## config.mk

```make
export PLATFORM = sky130hd
export DESIGN_NAME = tcpc_status_regs
export DESIGN_NICKNAME = d
export VERILOG_FILES = /design/src/rtl/tcr_pkg.sv /design/src/rtl/tcr_strap.sv /design/src/rtl/tcr_status_cap.sv /design/src/rtl/tcr_ctrl_reg.sv /design/src/rtl/tcr_event.sv /design/src/rtl/tcpc_status_regs.sv
export SDC_FILE = /design/constraint.sdc
export NUM_CORES = 1
export LEC_CHECK = 0
export ABC_AREA = 1
export BUFFER_PORTS_ARGS = -buffer_cell sky130_fd_sc_hd__clkbuf_2
export CORE_MARGIN = 2
export CORE_UTILIZATION = 40
export DETAILED_ROUTE_END_ITERATION = 6
export GPL_TIMING_DRIVEN = 0
export HOLD_SLACK_MARGIN = 0.12
export PLACE_DENSITY = 0.78
export RECOVER_POWER = 25
export SYNTH_ARGS = -nofsm -noshare
export SYNTH_HDL_FRONTEND = slang
export SYNTH_SLANG_ARGS = --single-unit
```

## constraint.sdc

```tcl
create_clock -name clk -period 1.35 [get_ports clk]
set_clock_uncertainty 0.05 [all_clocks]
set_input_delay 0.27 -clock clk [delete_from_list [all_inputs] [get_ports clk]]
set_output_delay 0.27 -clock clk [all_outputs]
set_load 0.02 [all_outputs]
```

## src/rtl/tcr_pkg.sv

```systemverilog
// Shared constants and types for the Type-C register file.
// Assumes byte-wide registers and an 8-bit register index.
package tcr_pkg;
    localparam int DATA_W     = 8;
    localparam int REG_ADDR_W = 8;
    localparam int NUM_MAPPED = 5;

    localparam logic [7:0] ADR_ID   = 8'h01;
    localparam logic [7:0] ADR_CTRL = 8'h02;
    localparam logic [7:0] ADR_INT  = 8'h03;
    localparam logic [7:0] ADR_STAT = 8'h04;

    localparam logic [4:0] VERSION_CODE = 5'b00010;
    localparam logic [2:0] VENDOR_CODE  = 3'b110;

    typedef enum logic [1:0] {
        EVT_NONE   = 2'b00,
        EVT_ATTACH = 2'b01,
        EVT_DETACH = 2'b10
    } evt_code_e;

    localparam logic [2:0] PS_IDLE  = 3'd0;
    localparam logic [2:0] PS_DEBUG = 3'd4;

    typedef struct packed {
        logic       vbus_seen;
        logic [1:0] chg_level;
        logic [2:0] port_kind;
        logic [1:0] plug_side;
    } cc_status_t;
endpackage

```

## src/rtl/tcr_strap.sv

```systemverilog
// Decodes the three-level address strap into a slave address and a mode enable.
// Assumes the pad logic reports an open strap by setting bit 1.
module tcr_strap #(
    parameter logic [6:0] ADDR_HI = 7'h68,
    parameter logic [6:0] ADDR_LO = 7'h60
) (
    input  logic [1:0] strap_lvl,
    output logic [6:0] slave_addr,
    output logic       reg_mode_en
);
    // Pick the address from the strap level; an open strap gives no address.
    always_comb begin
        reg_mode_en = ~strap_lvl[1];
        if (strap_lvl[1])
            slave_addr = '0;
        else if (strap_lvl[0])
            slave_addr = ADDR_HI;
        else
            slave_addr = ADDR_LO;
    end
endmodule

```

## src/rtl/tcr_status_cap.sv

```systemverilog
// Captures the connection state machine's outputs into the status byte each
// clock. Reports when the captured value is about to change.
// Assumes the inputs are synchronous to clk.
module tcr_status_cap
    import tcr_pkg::*;
(
    input  logic       clk,
    input  logic       rst_n,
    input  logic       vbus_i,
    input  logic [1:0] chg_i,
    input  logic [2:0] port_i,
    input  logic [1:0] side_i,
    output cc_status_t stat_q,
    output logic       changed_o
);
    cc_status_t stat_d;

    // Pack the inputs and fold undefined port codes to idle.
    always_comb begin
        stat_d.vbus_seen = vbus_i;
        stat_d.chg_level = chg_i;
        stat_d.port_kind = (port_i > PS_DEBUG) ? PS_IDLE : port_i;
        stat_d.plug_side = side_i;
    end

    assign changed_o = (stat_d != stat_q);

    // Status byte register.
    always_ff @(posedge clk) begin
        if (!rst_n)
            stat_q <= '0;
        else
            stat_q <= stat_d;
    end


    port_legal_chk: assert property (@(posedge clk) disable iff (!rst_n)
        stat_q.port_kind <= PS_DEBUG);

    vbus_cap_chk: assert property (@(posedge clk) disable iff (!rst_n)
        1'b1 |=> stat_q.vbus_seen == $past(vbus_i));
endmodule

```

## src/rtl/tcr_ctrl_reg.sv

```systemverilog
// Control byte, written by the host. A write carrying the reserved code 11 in
// the current or role field keeps that field's previous value.
// Assumes wr_en is already qualified by register mode and the index.
module tcr_ctrl_reg #(
    parameter int DW = 8
) (
    input  logic          clk,
    input  logic          rst_n,
    input  logic          wr_en,
    input  logic [DW-1:0] wdata,
    output logic [DW-1:0] ctrl_q
);
    localparam int ROLE_LO = 1;
    localparam int CUR_LO  = 3;
    localparam int NUM_GUARDED = 2;
    localparam int GUARD_LO [NUM_GUARDED] = '{ROLE_LO, CUR_LO};

    logic [DW-1:0] ctrl_d;

    // Merge the write data, keeping any guarded field that carries code 11.
    always_comb begin
        ctrl_d = wdata;
        for (int f = 0; f < NUM_GUARDED; f++) begin
            if (wdata[GUARD_LO[f] +: 2] == 2'b11)
                ctrl_d[GUARD_LO[f] +: 2] = ctrl_q[GUARD_LO[f] +: 2];
        end
    end

    // Control register.
    always_ff @(posedge clk) begin
        if (!rst_n)
            ctrl_q <= '0;
        else if (wr_en)
            ctrl_q <= ctrl_d;
    end


    role_legal_chk: assert property (@(posedge clk) disable iff (!rst_n)
        ctrl_q[ROLE_LO +: 2] != 2'b11);

    cur_legal_chk: assert property (@(posedge clk) disable iff (!rst_n)
        ctrl_q[CUR_LO +: 2] != 2'b11);

    ctrl_hold_chk: assert property (@(posedge clk) disable iff (!rst_n)
        !wr_en |=> $stable(ctrl_q));
endmodule

```

## src/rtl/tcr_event.sv

```systemverilog
// Event code register and pending-change flag, which drive the interrupt line.
// Assumes event pulses last one clock and host_rd_i is already qualified.
module tcr_event
    import tcr_pkg::*;
(
    input  logic       clk,
    input  logic       rst_n,
    input  logic       ev_attach_i,
    input  logic       ev_detach_i,
    input  logic       host_rd_i,
    input  logic       int_rd_i,
    input  logic       stat_chg_i,
    input  logic       mask_i,
    input  logic       mode_en_i,
    output logic [1:0] evt_q,
    output logic       int_n_o
);
    logic pend_q;
    logic any_evt;

    assign any_evt = ev_attach_i | ev_detach_i;

    // Event code: newest event wins, detach beats attach, a read clears it.
    always_ff @(posedge clk) begin
        if (!rst_n)
            evt_q <= EVT_NONE;
        else if (ev_detach_i)
            evt_q <= EVT_DETACH;
        else if (ev_attach_i)
            evt_q <= EVT_ATTACH;
        else if (int_rd_i)
            evt_q <= EVT_NONE;
    end

    // Pending flag: set by a change, cleared by a host read.
    always_ff @(posedge clk) begin
        if (!rst_n)
            pend_q <= 1'b0;
        else if (stat_chg_i || any_evt)
            pend_q <= 1'b1;
        else if (host_rd_i)
            pend_q <= 1'b0;
    end

    assign int_n_o = ~(pend_q & ~mask_i & mode_en_i);


    det_code_chk: assert property (@(posedge clk) disable iff (!rst_n)
        ev_detach_i |=> evt_q == EVT_DETACH);

    att_code_chk: assert property (@(posedge clk) disable iff (!rst_n)
        ev_attach_i && !ev_detach_i |=> evt_q == EVT_ATTACH);

    rd_clear_chk: assert property (@(posedge clk) disable iff (!rst_n)
        int_rd_i && !any_evt |=> evt_q == EVT_NONE);

    rd_release_chk: assert property (@(posedge clk) disable iff (!rst_n)
        host_rd_i && !stat_chg_i && !any_evt |=> int_n_o);

    mask_quiet_chk: assert property (@(posedge clk) disable iff (!rst_n)
        mask_i |-> int_n_o);

    off_quiet_chk: assert property (@(posedge clk) disable iff (!rst_n)
        !mode_en_i |-> int_n_o);
endmodule

```

## src/rtl/tcpc_status_regs.sv

```systemverilog
// Top of the Type-C register file. It decodes host accesses, muxes read data,
// and connects the strap decoder, control byte, status capture and interrupt
// logic. Assumes a single-cycle access strobe from the serial slave.
module tcpc_status_regs
    import tcr_pkg::*;
#(
    parameter int         AW         = REG_ADDR_W,
    parameter int         DW         = DATA_W,
    parameter logic [6:0] ADDR_HI    = 7'h68,
    parameter logic [6:0] ADDR_LO    = 7'h60,
    parameter logic [4:0] ID_VERSION = VERSION_CODE,
    parameter logic [2:0] ID_VENDOR  = VENDOR_CODE
) (
    input  logic          clk,
    input  logic          rst_n,
    input  logic [1:0]    strap_lvl,
    output logic [6:0]    slave_addr,
    output logic          reg_mode_en,
    input  logic          acc_valid,
    input  logic          acc_write,
    input  logic [AW-1:0] acc_addr,
    input  logic [DW-1:0] acc_wdata,
    output logic [DW-1:0] rd_data,
    input  logic          vbus_det,
    input  logic [1:0]    chg_level,
    input  logic [2:0]    port_state,
    input  logic [1:0]    plug_side,
    input  logic          ev_attach,
    input  logic          ev_detach,
    output logic [DW-1:0] ctrl_out,
    output logic          int_n
);
    localparam logic [DW-1:0] ID_BYTE = DW'({ID_VERSION, ID_VENDOR});

    logic                  host_rd;
    logic                  host_wr;
    logic [NUM_MAPPED-1:0] reg_hit;
    logic [DW-1:0]         rd_map [NUM_MAPPED];
    logic [DW-1:0]         rd_sel;
    logic [1:0]            evt_code;
    cc_status_t            stat_q;
    logic                  stat_chg;

    tcr_strap #(.ADDR_HI(ADDR_HI), .ADDR_LO(ADDR_LO)) u_strap (
        .strap_lvl   (strap_lvl),
        .slave_addr  (slave_addr),
        .reg_mode_en (reg_mode_en)
    );

    assign host_rd = reg_mode_en & acc_valid & ~acc_write;
    assign host_wr = reg_mode_en & acc_valid & acc_write;

    // One decode line per mapped index.
    for (genvar gi = 0; gi < NUM_MAPPED; gi++) begin : g_hit
        assign reg_hit[gi] = (acc_addr == AW'(gi));
    end

    tcr_ctrl_reg #(.DW(DW)) u_ctrl (
        .clk    (clk),
        .rst_n  (rst_n),
        .wr_en  (host_wr & reg_hit[ADR_CTRL[2:0]]),
        .wdata  (acc_wdata),
        .ctrl_q (ctrl_out)
    );

    tcr_status_cap u_stat (
        .clk       (clk),
        .rst_n     (rst_n),
        .vbus_i    (vbus_det),
        .chg_i     (chg_level),
        .port_i    (port_state),
        .side_i    (plug_side),
        .stat_q    (stat_q),
        .changed_o (stat_chg)
    );

    tcr_event u_evt (
        .clk         (clk),
        .rst_n       (rst_n),
        .ev_attach_i (ev_attach),
        .ev_detach_i (ev_detach),
        .host_rd_i   (host_rd),
        .int_rd_i    (host_rd & reg_hit[ADR_INT[2:0]]),
        .stat_chg_i  (stat_chg),
        .mask_i      (ctrl_out[0]),
        .mode_en_i   (reg_mode_en),
        .evt_q       (evt_code),
        .int_n_o     (int_n)
    );

    // Read multiplexer: an unmapped or unused index reads zero.
    always_comb begin
        rd_map[0] = '0;
        rd_map[1] = ID_BYTE;
        rd_map[2] = ctrl_out;
        rd_map[3] = DW'(evt_code);
        rd_map[4] = DW'(stat_q);
        rd_sel    = '0;
        for (int i = 0; i < NUM_MAPPED; i++)
            rd_sel = rd_sel | (rd_map[i] & {DW{reg_hit[i]}});
    end

    // Read data register, loaded on every read strobe.
    always_ff @(posedge clk) begin
        if (!rst_n)
            rd_data <= '0;
        else if (acc_valid && !acc_write)
            rd_data <= reg_mode_en ? rd_sel : '0;
    end


    strap_addr_chk: assert property (@(posedge clk) disable iff (!rst_n)
        reg_mode_en |-> (slave_addr == ADDR_HI || slave_addr == ADDR_LO));

    id_read_chk: assert property (@(posedge clk) disable iff (!rst_n)
        host_rd && acc_addr == AW'(ADR_ID) |=> rd_data == ID_BYTE);

    unmapped_zero_chk: assert property (@(posedge clk) disable iff (!rst_n)
        acc_valid && !acc_write && (acc_addr == '0 || acc_addr > AW'(ADR_STAT))
        |=> rd_data == '0);

    off_read_zero_chk: assert property (@(posedge clk) disable iff (!rst_n)
        acc_valid && !acc_write && !reg_mode_en |=> rd_data == '0);

    rd_hold_chk: assert property (@(posedge clk) disable iff (!rst_n)
        !(acc_valid && !acc_write) |=> $stable(rd_data));
endmodule

```

-- Word-level counts from Yosys, hierarchy flattened
Index checks and enable logic that the tools add are counted.
- $lt $le $gt $ge: 1
- equal/unequal tests: 7
- multiplexer cells: 9
- bitwise logic cells: 21
- reduce and logical (&&, ||, !) cells: 9
- operators by type and width (kind ; number):
    bitwise AND 8 bit ; 2
    == test 8 x 2 -> 1 bit, second input constant ; 2
    OR 8 bit ; 2
    bitwise AND 2 x 8 -> 8 bit ; 1
    == test 8 x 1 -> 1 bit, second input constant ; 1
    == test 8 x 3 -> 1 bit, second input constant ; 1
    two-way mux 8 bit ; 1
    inequality test 8 bit ; 1
    OR 5 x 8 -> 8 bit ; 1
    bitwise AND 1 bit ; 7
    two-way mux 7 bit ; 1
    NOT 1 bit ; 7
    two-way mux 2 bit ; 3
    == test 2 bit, second input constant ; 2
    two-way mux 4 bit ; 1
    AND reduction 2 bit ; 2
    nonzero test 2 bit ; 2
    > comparator 3 bit, second input constant ; 1
    two-way mux 3 bit ; 1
    nonzero test 3 bit ; 1
    two-way mux 1 bit ; 2
    OR reduction 2 bit ; 1
    logical AND 1 bit ; 1
    logical NOT 1 bit ; 1
    other kinds (2) ; 2
- register bits: 27
- input port bits: 32
- output and inout bits: 25
- word-level logic and storage cells: 58

-- Depth between registers and ports, before layout
- word-level depth: 7
- depth in mapped cells: 9
- depth with buffers taken out: 9

-- By module
From an unflattened synthesis, not the netlist that was laid out.
- cell total of the unflattened synthesis: 225
- area, all modules: 1438.9 um^2
- by module, submodules not included (module ; times used ; cells an instance ; area an instance (um^2) ; sequential area each (um^2)):
    tcpc_status_regs ; 1 ; 90 ; 544.3 ; 160.2
    tcr_status_cap ; 1 ; 65 ; 396.6 ; 160.2
    tcr_ctrl_reg ; 1 ; 42 ; 305.3 ; 160.2
    tcr_event ; 1 ; 18 ; 130.1 ; 60.1
    tcr_strap ; 1 ; 10 ; 62.6 ; 0.0

-- Worst setup path before layout
Ideal clock, no wire load.
- path kind: input to register
- start point: input port strap_lvl[1]
- end point: register u_ctrl.ctrl_q[1]
- library setup time: 0.116 ns
- arrival: 1.125 ns
- slack: 0.059 ns
- cell stages on the path: 6
- buffers on the path: 1
- path through: inv_1 nand2_1 nor2_1 nand2_4 buf_6 o211a_1
- cells in the longest elaborated chain, start to end: 5
- ends and longest elaborated chain (what ; line ; text):
    start, declared ; tcpc_status_regs.sv:16 ; input logic [1:0] strap_lvl,
    NOT 1 bit ; tcr_strap.sv:13 ; reg_mode_en = ~strap_lvl[1];
    bitwise AND 1 bit (2 in a row) ; tcpc_status_regs.sv:51 ; assign host_wr = reg_mode_en & acc_valid & acc_write;
    bitwise AND 1 bit ; tcpc_status_regs.sv:61 ; .wr_en (host_wr & reg_hit[ADR_CTRL[2:0]]),
    AND reduction 2 bit (no line) ; n/a ;
    end signal, assigned ; tcr_ctrl_reg.sv:34 ; ctrl_q <= ctrl_d;
    end, declared ; tcr_ctrl_reg.sv:11 ; output logic [DW-1:0] ctrl_q
No other way between the ends.
A chain may end at the register's enable or synchronous reset.

-- Worst setup path in the final report
- start point: register u_ctrl.ctrl_q[0]
- end point: output port int_n
- cells in the longest elaborated chain, start to end: 4
- ends and longest elaborated chain (what ; line ; text):
    NOT 1 bit ; tcr_event.sv:45 ; assign int_n_o = ~(pend_q & ~mask_i & mode_en_i);
    bitwise AND 1 bit (2 in a row) ; tcr_event.sv:45 ;
    NOT 1 bit ; tcr_event.sv:45 ;
    end, declared ; tcpc_status_regs.sv:31 ; output logic int_n
No other way between the ends.

==> impl_metrics.toml <==
[layout]
final-seq-area_um2 = 542
syn_to_final_growth_pct = 29.7
n_fill_cell = 355
layout-drive-gt1-share = 0.275
antennaDiodeCount = 0
multi_input_area_um2 = 642
nets = 288
layout.cells.non_filler = 301
final_area_mm2 = 0.00177

[detailed_routing]
dr.pass1.iters = 4
initialDrtViolationCount = 57
drc = 0
wl_per_cell_um = 9.86
vias_per_cell = 4.44
ant_nets = 0
drt_wl_total_um = 2970
vias = 1335

[critical_path]
r2r_start = "u_stat.stat_q[1]"
worst-path-stages = 3
crit_arrival_ns = 0.97
crit_type = "reg2out"
crit_family = "flip-flops"
r2r_setup_slack_ns = 0.27
crit_chain = "inv_2 -> nand3_1 -> buf_6"
required_ns = 1.03
cp_slowest_cell = "dfxtp_2"
path_max_fanout = 3
cp-end-kind = "output pin"
r2r_cells = 9
path_buf_inv = 2
reg2reg_to = "u_evt.pend_q"
cp-start-kind = "register"
critical_path.max_stage_delay_ns = 0.35

[sta]
setup_viol = 0
final.period_utilization = 0.956
final_max_slew_viol_count = 0
hold_viol = 0
max_freq_mhz = 775
finalCriticalPeriod_ns = 1.29
setup_tns_ns = 0

[yosys]
avgSynthCellArea_um2 = 6.99
yosys_warnings = 0
syn_inst = 195
synth-seq-area-share = 0.397
synth.distinct_cells = 24
syn_area_mm2 = 0.00136
synth_seq_cells = 27

[die]
coreArea_mm2 = 0.00331
start_util = 0.412
die_w_um = 62.4
die-area_mm2 = 0.00389
die_h_um = 62.4
std_cell_rows = 21
boundaryPins = 57

[power_and_ir_drop]
vdd_ir_drop_max_mv = 0.396
fin_total_pwr_w = 0.00138
p_leak_nw = 0.938
cellPowerDensity_mw_per_mm2 = 782

[grt]
grt_pass1_vias = 1192
antenna_found_initial = 0
grt_max_degree = 16
grt_pass1_wl_um = 5020
grt_overflow = 0
track_usage = 0.160

[placement]
place_hpwl_um = 2460
portBuffers = 52
postPlaceCellArea_mm2 = 0.00169
gp_congestion = 0.822
post-place-cells = 296

[clock_tree]
cts_tree = "done"
insertion_delay_ns = 0.32
post-cts-setup-buffer-count = 0
cts_buffers = 3
cts-root-buf = "clkbuf_4"
clock_path_buffers = 2
ctsHtreeMaxLevel = 1
clock_sinks = 27
clkTransAtPathRegs_ns = 0.15

[worst_hold_path]
hold_depth = 3
min-delay-start = "port_state[2]"
min_to = "u_stat.stat_q[4]"
min_path_type = "in2reg"

[outcome]
status = "finished, final reports clean"

[job]
cap_viol_max_count = 0
[tightest hold or removal path: cells and delay by family]
| family | cells | cell delay, ns |
|---|---|---|
| simple gates | 2 | 0.13 |
| buf+inv | 1 | 0.09 |
[sequential cells by signal (all words and copies together) (netlist names)]
register and cells:
u_ctrl.ctrl_q 8, u_evt.pend_q 1, rd_data 8, u_evt.evt_q 2
u_stat.stat_q 8
[where the power goes]
part	leakage [nW]	switching (W)	internal (W)	total (W)
Combinational	0.700	0.000115	0.0000929	0.000208
Clock	0.0177	0.000239	0.000111	0.000350
Sequential	0.221	0.0000101	0.000814	0.000824
Total	0.938	0.000364	0.00102	0.00138
[stage by stage]
| step | util | hold WS [ns] | setup WS (ns) |
|---|---|---|---|
| 6_report | 0.534 | 0.135 | 0.0594 |
| 5_1_grt | 0.534 | 0.130 | -0.00484 |
| 4_1_cts | 0.538 | 0.121 | 0.0273 |
| 3_5_place_dp | 0.511 | 0.404 | -0.0652 |
| 3_3_place_gp | 0.511 | 0.407 | -0.0314 |
| 2_1_floorplan | - | 0.299 | 0.0593 |
[cell usage in the layout (no fill, tap or decap), drive strengths merged]
| cell | instances |
|---|---|
| clkbuf | 51 |
| nand2 | 45 |
| inv | 31 |
| dfxtp | 27 |
| nor2 | 22 |
| a21oi | 16 |
| nand3 | 14 |
| o21ai | 11 |
| buf | 9 |
| o211a | 4 |
| xor2 | 4 |
| conb | 4 |
| o21bai | 3 |
| dlymetal6s4s | 3 |
| dlygate4sd3 | 3 |
| nand4 | 2 |
| nor3 | 2 |
| clkinv | 2 |
| xnor2 | 2 |
[Yosys cell counts]
library cell | n | share of area
o211a_1 | 4 | 0.029
inv_1 | 30 | 0.083
nand4_1 | 2 | 0.0092
nor3_1 | 2 | 0.0073
clkbuf_1 | 2 | 0.0055
nand2_1 | 42 | 0.12
xor2_1 | 4 | 0.026
a21oi_1 | 16 | 0.059
nor2_2 | 5 | 0.023
nand3_1 | 14 | 0.051
o21ai_1 | 4 | 0.015
dfxtp_1 | 27 | 0.40
xnor2_1 | 2 | 0.013
buf_6 | 1 | 0.0083
o21bai_1 | 3 | 0.017
nand2_2 | 2 | 0.0092
buf_4 | 7 | 0.039
conb_1 | 1 | 0.0028
inv_2 | 1 | 0.0028
nor2_1 | 16 | 0.044
o21ai_0 | 7 | 0.026
nand2_4 | 1 | 0.0083
nor2_4 | 1 | 0.0083
clkinv_1 | 1 | 0.0028
[per-layer routing]
| metal | vias up | wire length [um] | global-route usage |
|---|---|---|---|
| met2 | 45 | 1340 | 0.268 |
| li1 | 723 | - | - |
| met1 | 563 | 1390 | 0.209 |
| met3 | 4 | 201 | 0.0199 |
| met4 | 0 | 38 | 0.0667 |
| met5 | - | 0 | 0 |
[kinds of logic (layout without fill, tap and decap cells)]
logic type      after synthesis  count (layout)  share of synthesized area
flops                        27              27                      0.397
buf+inv                      42              99                      0.140
compound gates               34              34                      0.145
xor+xnor                      6               6                     0.0386
other cells                   1               4                    0.00275
simple gates                 85              85                      0.276
[repair_timing]
| action | in CTS | in global routing |
|---|---|---|
| resized for setup | 2 | 9 |
| endpoints found under the hold margin | 6 | 0 |
| setup endpoints to repair | 1 | 2 |
| pin swaps | 0 | 4 |
| hold buffers | 6 | 0 |
[how the worst max path moves through the flow]
stage                     startpoint               end  slack, ns
global placement         acc_addr[7]  u_ctrl.ctrl_q[1]      -0.03
CTS                 u_ctrl.ctrl_q[0]             int_n       0.03
finish              u_ctrl.ctrl_q[0]             int_n       0.06
floorplan               strap_lvl[1]  u_ctrl.ctrl_q[1]       0.06
global route        u_ctrl.ctrl_q[0]             int_n     -0.005
detailed placement       acc_addr[7]  u_ctrl.ctrl_q[1]      -0.07
[area by class of cell]
| type | instances | share of cell area |
|---|---|---|
| Buffer | 10 | 0.0404 |
| Clock buffer | 3 | 0.0127 |
| Clock inverter | 1 | 0.00283 |
| Inverter | 32 | 0.0680 |
| Multi-Input combinational cell | 129 | 0.363 |
| Sequential cell | 27 | 0.307 |
| Tap cell | 46 | 0.0326 |
| Timing Repair Buffer | 53 | 0.174 |
Power figures use the tool's default switching activity.
